==> config.mk <==
export PLATFORM = sky130hd
export DESIGN_NAME = hbus_hs_unit
export DESIGN_NICKNAME = d
export VERILOG_FILES = /design/src/rtl/hbus_pkg.sv /design/src/rtl/hbus_strobe_decode.sv /design/src/rtl/hbus_mode_latch.sv /design/src/rtl/hbus_hs_timer.sv /design/src/rtl/hbus_hs_unit.sv
export SDC_FILE = /design/constraint.sdc
export NUM_CORES = 1
export LEC_CHECK = 0
export ABC_AREA = 1
export BUFFER_PORTS_ARGS = -buffer_cell sky130_fd_sc_hd__buf_4
export CORE_UTILIZATION = 46
export CTS_CLUSTER_SIZE = 20
export DETAILED_ROUTE_END_ITERATION = 7
export PLACE_DENSITY = 0.78
export SYNTH_ARGS = -nofsm -noshare
export SYNTH_HDL_FRONTEND = slang
export SYNTH_SLANG_ARGS = --single-unit
==> constraint.sdc <==
create_clock -name clk -period 1.2 [get_ports clk]
set_input_delay 0.12 -clock clk [delete_from_list [all_inputs] [get_ports clk]]
set_output_delay 0.12 -clock clk [all_outputs]
set_load 0.02 [all_outputs]
==> src/rtl/hbus_pkg.sv <==
// Package: shared types for the host bus handshake unit.
// Assumes nothing beyond IEEE 1800-2017 enum support.
package hbus_pkg;
    // Meaning of the handshake line, fixed at configuration time.
    typedef enum logic {
        MODE_ACK = 1'b0,
        MODE_RDY = 1'b1
    } hs_mode_e;

    // Kind of slave cycle in progress.
    typedef enum logic [1:0] {
        CYC_NONE = 2'd0,
        CYC_REG  = 2'd1,
        CYC_IACK = 2'd2
    } cyc_kind_e;
endpackage

==> src/rtl/hbus_strobe_decode.sv <==
// Strobe decoder: qualifies the bus strobes, latches the address and size
// at the end of the address phase, holds write data and flags cycle edges.
// Assumes all bus inputs are synchronous to clk.
module hbus_strobe_decode #(
    parameter int DW = 16,
    parameter int AW = 8
) (
    input  logic          clk,
    input  logic          rst_n,
    input  logic          cs_n,
    input  logic          intack_n,
    input  logic          as_n,
    input  logic          rd_n,
    input  logic          wr_n,
    input  logic [DW-1:0] ad_in,
    output logic [AW-1:0] addr_q,
    output logic          byte_q,
    output logic [DW-1:0] wdata_q,
    output logic          wr_act,
    output logic          rd_reg,
    output logic          rd_iack,
    output logic          sel,
    output logic          wr_end,
    output logic          rd_reg_start
);
    logic as_q;
    logic wr_act_q;
    logic rd_reg_q;

    // Strobe qualification from current pin levels.
    always_comb begin
        wr_act       = !cs_n && !wr_n;
        rd_iack      = !intack_n && !rd_n;
        rd_reg       = !cs_n && intack_n && !rd_n;
        sel          = !cs_n || !intack_n;
        wr_end       = wr_act_q && !wr_act;
        rd_reg_start = rd_reg && !rd_reg_q;
    end

    // Edge history of address, write and read strobes.
    always_ff @(posedge clk) begin
        if (!rst_n) begin
            as_q     <= 1'b1;
            wr_act_q <= 1'b0;
            rd_reg_q <= 1'b0;
        end else begin
            as_q     <= as_n;
            wr_act_q <= wr_act;
            rd_reg_q <= rd_reg;
        end
    end

    // Address and size capture at the rising edge of the address strobe.
    always_ff @(posedge clk) begin
        if (!rst_n) begin
            addr_q <= '0;
            byte_q <= 1'b0;
        end else if (!as_q && as_n) begin
            addr_q <= ad_in[AW:1];
            byte_q <= ad_in[0];
        end
    end

    // Write data follows the lines while the write strobe is active.
    always_ff @(posedge clk) begin
        if (!rst_n) begin
            wdata_q <= '0;
        end else if (wr_act) begin
            wdata_q <= ad_in;
        end
    end

    // A write cannot end on two edges in a row.
    a_r6_single_end: assert property (@(posedge clk) disable iff (!rst_n)
        wr_end |=> !wr_end)
        else $error("a_r6_single_end");
endmodule

==> src/rtl/hbus_mode_latch.sv <==
// Mode latch: records the handshake meaning on the first configuration
// write and keeps it until reset. Assumes cfg_wr_evt is a one-clock pulse.
module hbus_mode_latch
    import hbus_pkg::*;
(
    input  logic     clk,
    input  logic     rst_n,
    input  logic     cfg_wr_evt,
    input  logic     mode_sel,
    output logic     cfg_done,
    output hs_mode_e mode
);
    // One-time capture of the mode-select level.
    always_ff @(posedge clk) begin
        if (!rst_n) begin
            cfg_done <= 1'b0;
            mode     <= MODE_ACK;
        end else if (cfg_wr_evt && !cfg_done) begin
            cfg_done <= 1'b1;
            mode     <= mode_sel ? MODE_RDY : MODE_ACK;
        end
    end

    // once latched, the mode and the done flag never change.
    a_r1_mode_frozen: assert property (@(posedge clk) disable iff (!rst_n)
        cfg_done |=> cfg_done && $stable(mode))
        else $error("a_r1_mode_frozen");
endmodule

==> src/rtl/hbus_hs_timer.sv <==
// Handshake timer: counts the access delay from the start of a slave cycle
// and produces the handshake level and its output enable for the latched
// mode. Assumes strobes are inactive for at least one edge between cycles.
module hbus_hs_timer
    import hbus_pkg::*;
#(
    parameter int DLY_W = 4
) (
    input  logic             clk,
    input  logic             rst_n,
    input  logic             cfg_done,
    input  hs_mode_e         mode,
    input  cyc_kind_e        kind,
    input  logic             sel,
    input  logic             iack_ready,
    input  logic [DLY_W-1:0] acc_dly,
    output logic             hs_n,
    output logic             hs_oe
);
    logic [DLY_W-1:0] cnt;
    logic             active;
    logic             done;
    logic             hs_low_nx;

    // Cycle activity and delay expiry.
    always_comb begin
        active = cfg_done && (kind != CYC_NONE);
        done   = active && (cnt == acc_dly);
    end

    // Next handshake level for each mode and cycle kind.
    always_comb begin
        hs_low_nx = 1'b0;
        if (active) begin
            if (mode == MODE_ACK) begin
                hs_low_nx = (kind == CYC_IACK) ? (done && iack_ready) : done;
            end else if (kind == CYC_IACK) begin
                hs_low_nx = !(done && iack_ready);
            end
        end
    end

    // Delay counter, cleared whenever no cycle is active.
    always_ff @(posedge clk) begin
        if (!rst_n) begin
            cnt <= '0;
        end else if (!active) begin
            cnt <= '0;
        end else if (cnt != acc_dly) begin
            cnt <= cnt + 1'b1;
        end
    end

    // Registered handshake level and enable.
    always_ff @(posedge clk) begin
        if (!rst_n) begin
            hs_n  <= 1'b1;
            hs_oe <= 1'b0;
        end else begin
            hs_n  <= !hs_low_nx;
            hs_oe <= cfg_done && sel;
        end
    end

    // nothing is driven before configuration.
    a_r2_quiet_unconfigured: assert property (@(posedge clk) disable iff (!rst_n)
        !cfg_done |=> hs_n && !hs_oe)
        else $error("a_r2_quiet_unconfigured");

    // Ready/Wait mode never asserts for a register access.
    a_r3_rdy_reg_released: assert property (@(posedge clk) disable iff (!rst_n)
        (mode == MODE_RDY && kind == CYC_REG) |=> hs_n)
        else $error("a_r3_rdy_reg_released");

    // the enable drops once the unit is deselected.
    a_r10_oe_deselect: assert property (@(posedge clk) disable iff (!rst_n)
        !sel |=> !hs_oe)
        else $error("a_r10_oe_deselect");

    // with no cycle in progress the line is released.
    a_r4_idle_released: assert property (@(posedge clk) disable iff (!rst_n)
        (kind == CYC_NONE) |=> hs_n)
        else $error("a_r4_idle_released");
endmodule

==> src/rtl/hbus_hs_unit.sv <==
// Host bus slave handshake unit (top): joins the strobe decoder, mode latch
// and handshake timer, and produces register events and read data drive.
// Assumes synchronous bus inputs and AW < DW.
module hbus_hs_unit
    import hbus_pkg::*;
#(
    parameter int          DW       = 16,
    parameter int          AW       = 8,
    parameter int          DLY_W    = 4,
    parameter logic [AW-1:0] CFG_ADDR = 8'h1F
) (
    input  logic             clk,
    input  logic             rst_n,
    input  logic             cs_n,
    input  logic             intack_n,
    input  logic             as_n,
    input  logic             rd_n,
    input  logic             wr_n,
    input  logic [DW-1:0]    ad_in,
    input  logic             mode_sel,
    input  logic [DLY_W-1:0] acc_dly,
    input  logic             iack_ready,
    input  logic [DW-1:0]    rdata,
    input  logic             m_hs_in,
    output logic [DW-1:0]    ad_out,
    output logic             ad_oe,
    output logic             hs_n,
    output logic             hs_oe,
    output logic [AW-1:0]    reg_addr,
    output logic             byte_sel,
    output logic [DW-1:0]    reg_wdata,
    output logic             reg_wr,
    output logic             reg_rd,
    output logic             cfg_done,
    output logic             mode_rdy,
    output logic             m_can_end
);
    logic      wr_act, rd_reg, rd_iack, sel, wr_end, rd_reg_start;
    logic      cfg_hit, cfg_wr_evt, rd_any;
    hs_mode_e  mode;
    cyc_kind_e kind;

    hbus_strobe_decode #(.DW(DW), .AW(AW)) u_dec (
        .clk(clk), .rst_n(rst_n), .cs_n(cs_n), .intack_n(intack_n),
        .as_n(as_n), .rd_n(rd_n), .wr_n(wr_n), .ad_in(ad_in),
        .addr_q(reg_addr), .byte_q(byte_sel), .wdata_q(reg_wdata),
        .wr_act(wr_act), .rd_reg(rd_reg), .rd_iack(rd_iack), .sel(sel),
        .wr_end(wr_end), .rd_reg_start(rd_reg_start)
    );

    // Configuration write detection and cycle classification.
    always_comb begin
        cfg_hit    = (reg_addr == CFG_ADDR);
        cfg_wr_evt = wr_end && cfg_hit;
        rd_any     = rd_reg || rd_iack;
        if (rd_iack)              kind = CYC_IACK;
        else if (wr_act || rd_reg) kind = CYC_REG;
        else                      kind = CYC_NONE;
    end

    hbus_mode_latch u_mode (
        .clk(clk), .rst_n(rst_n), .cfg_wr_evt(cfg_wr_evt),
        .mode_sel(mode_sel), .cfg_done(cfg_done), .mode(mode)
    );

    hbus_hs_timer #(.DLY_W(DLY_W)) u_hs (
        .clk(clk), .rst_n(rst_n), .cfg_done(cfg_done), .mode(mode),
        .kind(kind), .sel(sel), .iack_ready(iack_ready), .acc_dly(acc_dly),
        .hs_n(hs_n), .hs_oe(hs_oe)
    );

    // Register event pulses, gated until configured except the config write.
    always_ff @(posedge clk) begin
        if (!rst_n) begin
            reg_wr <= 1'b0;
            reg_rd <= 1'b0;
        end else begin
            reg_wr <= wr_end && (cfg_done || cfg_hit);
            reg_rd <= rd_reg_start && cfg_done;
        end
    end

    // Read data drive while a qualified read strobe is active.
    always_ff @(posedge clk) begin
        if (!rst_n) begin
            ad_oe  <= 1'b0;
            ad_out <= '0;
        end else begin
            ad_oe <= rd_any && cfg_done;
            if (rd_any && cfg_done) ad_out <= rdata;
        end
    end

    // Mode flag and master-cycle completion rule.
    always_comb begin
        mode_rdy  = (mode == MODE_RDY);
        m_can_end = cfg_done && (mode_rdy ? m_hs_in : !m_hs_in);
    end

    // a write pulse lasts one clock.
    a_r6_wr_pulse: assert property (@(posedge clk) disable iff (!rst_n)
        reg_wr |=> !reg_wr)
        else $error("a_r6_wr_pulse");

    // data is driven only after a read strobe was seen low.
    a_r7_oe_after_rd: assert property (@(posedge clk) disable iff (!rst_n)
        ad_oe |-> !$past(rd_n))
        else $error("a_r7_oe_after_rd");

    // no read pulse before configuration.
    a_r2_no_rd_unconf: assert property (@(posedge clk) disable iff (!rst_n)
        !cfg_done |=> !reg_rd)
        else $error("a_r2_no_rd_unconf");
endmodule

==> flow_summary.ini <==
[clocking]
cts.path.max_buffers = 2
htree_levels = 2
cts_tree = done
worstSkewPairLatency_ps = 310
clk_pin_slew_worst_paths_ps = 100
holdBufCountCts = 0
clock-root-buffer = clkbuf_8
cts.sinks = 55
cts-buffers-inserted = 5

[worst_setup_path]
arrival_ps = 1080
crit_path_max_fanout = 5
crit_path_max_incr_delay_ps = 390
critPathCaptureType = output pin
startpoint_type = flip-flop
required_ps = 1080
path_class = flip-flop to output pin
cp_cell_sequence = clkinvlp_4 > nor2_1 > buf_4
slowest_stage = dfxtp_4

[die]
rows = 24
coreArea_mm2 = 0.00444
die_h_um = 70.6
initial_utilization_pct = 48.6
die_area_mm2 = 0.00498
die_w_um = 70.6
ios = 95

[global_routing]
grt_antenna_before_repair = 0
grt_pass1_vias = 1977
grt_pass1_wl_mm = 8.41
grt_max_degree = 34
track_usage_pct = 20.9
overflow = 0

[cells_and_area]
design_area_mm2 = 0.00310
area_growth_pct = 43.6
finalNonFillerCells = 430
diodes = 0
drive_gt1_share_pct = 35.7
regArea_mm2 = 0.00111
num-nets-final = 424
most-common-layout-cells = 100 x buf_4, 61 x nor2_1, 51 x dfxtp_1
fillers = 375
final_common_cell = buf_4
multi_input_area_um2 = 875

[drt]
drt-initial-drc-count = 86
ant_nets = 0
drc = 10
vias = 2042
vias_per_cell = 4.75
routedWlPerCell_um = 11.3
drt_pass1_iterations = 6
wirelength_mm = 4.87

[yosys]
ys.flop_type = dfxtp_1
yosys_warnings = 0
yosysUniqueCellTypes = 28
ys_ff_latch = 55
synth_cells = 278
synth_seq_area_share_pct = 50.9
synth_fp_nets = 325
synth_area_per_cell_um2 = 7.78
synth_async_sr_flop_share_pct = 0
synth_edf_count = 0
netlist_area_mm2 = 0.00216

[sta]
period_share_pct = 99.7
timing.fmax_mhz = 836
finalHoldViolCount = 0
rsz0062_at_grt = yes
finalMaxSlewViolations = 0
fin_crit_ps = 1200
fin_skew_ps = 6.97
worstMarginPinSlew_ps = 298
finalSetupViolations = 0
relSlewSlack_pct = 80.1
whs_ps = 20.7

[placed_design]
dp.cells = 419
place_hpwl_mm = 3.55
placed_area_mm2 = 0.00294
gp_congestion = 0.740
portBuffers = 94

[outcome]
status = finished, violations left
violations = design-rule violations

[hold_path]
hp-class = input pin to flip-flop

[pwr]
p_per_area_mw_per_mm2 = 1180
ir_worst_vdd_uv = 850
totalPowerFinal_w = 0.00365
p_leak_nw = 1.46

[run]
drv_cap = 0
-- kinds of logic after synthesis --
kind of cell             after synthesis  share of synthesized area (%)
AND/OR/NAND/NOR                      108                           23.2
AO/OA/AOI/OAI                         66                           15.6
flip-flops                            55                           50.9
buffers and inverters                 46                           8.85
XOR/XNOR                               2                          0.810
adder cells (fa/ha/maj)                1                          0.579
-- report_power, final --
| part | leakage [nW] | internal (W) | switching [W] | total [W] |
|---|---|---|---|---|
| combinational | 0.950 | 0.000213 | 0.000228 | 0.000441 |
| clock | 0.0618 | 0.000687 | 0.000615 | 0.00130 |
| sequential | 0.451 | 0.00188 | 0.0000299 | 0.00190 |
| total | 1.46 | 0.00277 | 0.000873 | 0.00365 |
-- final timing paths --
check | end | from | slack [ps] | cells after the start
worst max-delay path | m_can_end | u_mode.cfg_done | 3 | 3
worst min-delay path | u_dec.as_q | as_n | 20 | 3
worst max register to register | ad_out[6] | u_mode.cfg_done | 70 | 5
worst min register to register | reg_rd | u_dec.rd_reg_q | 400 | 1
-- per-stage QoR --
stage	utilization (%)	setup TNS (ps)	setup WS, ps
3_5_place_dp	66.2	0	52.5
4_1_cts	69.0	0	9.82
6_report	69.8	0	3.38
2_1_floorplan	-	0	50.3
3_3_place_gp	66.2	0	127
5_1_grt	69.8	-59.7	-48.8
-- cells in the mapped netlist (2+ instances only) --
master,count,area (um2)
buf_4,3,22.5
clkbuf_1,2,7.51
nor2_4,4,45.0
o21ai_0,40,200
nand4_1,2,12.5
clkinv_2,2,10.0
nand2_4,3,33.8
xor2_1,2,17.5
inv_1,31,116
nand2_2,5,31.3
inv_2,2,7.51
o21ai_1,2,10.0
nand3_1,4,20.0
nand2_1,25,93.8
dfxtp_1,55,1100
nor2_1,61,229
buf_2,3,15.0
a21oi_1,22,110
-- layer usage --
layer,track usage (%),vias to the layer above,part of all wire [%]
met3,6.13,7,7.9
li1,-,1073,-
met5,0,-,0
met4,6.67,0,1.3
met2,37.1,62,47
met1,24.4,900,43
-- flip-flops by register name, indices dropped and copies added, names as in the netlist, 4 cells and up --
signal and cells:
ad_out 16, u_dec.wdata_q 16, u_hs.cnt 4, u_dec.addr_q 8
-- timing repair --
action	CTS	global route
gates cloned	0	0
pin swaps	0	2
setup endpoints to repair	1	8
gates resized for setup	2	8
buffers inserted	0	3
-- worst max-delay path, delay by kind of cell (launching register included) --
kind,cells,cell delay (ps)
buf+inv,2,270
simple gates,1,100
flops,1,390
-- layout make-up --
class	instances	share of cell area [%]
tap	52	2.10
clock inverter	2	1.25
inverter	36	4.55
multi-input combinational	177	28.2
timing repair buffer	102	25.5
sequential	55	35.8
clock buffer	6	2.66
Power figures use the tool's default switching activity.
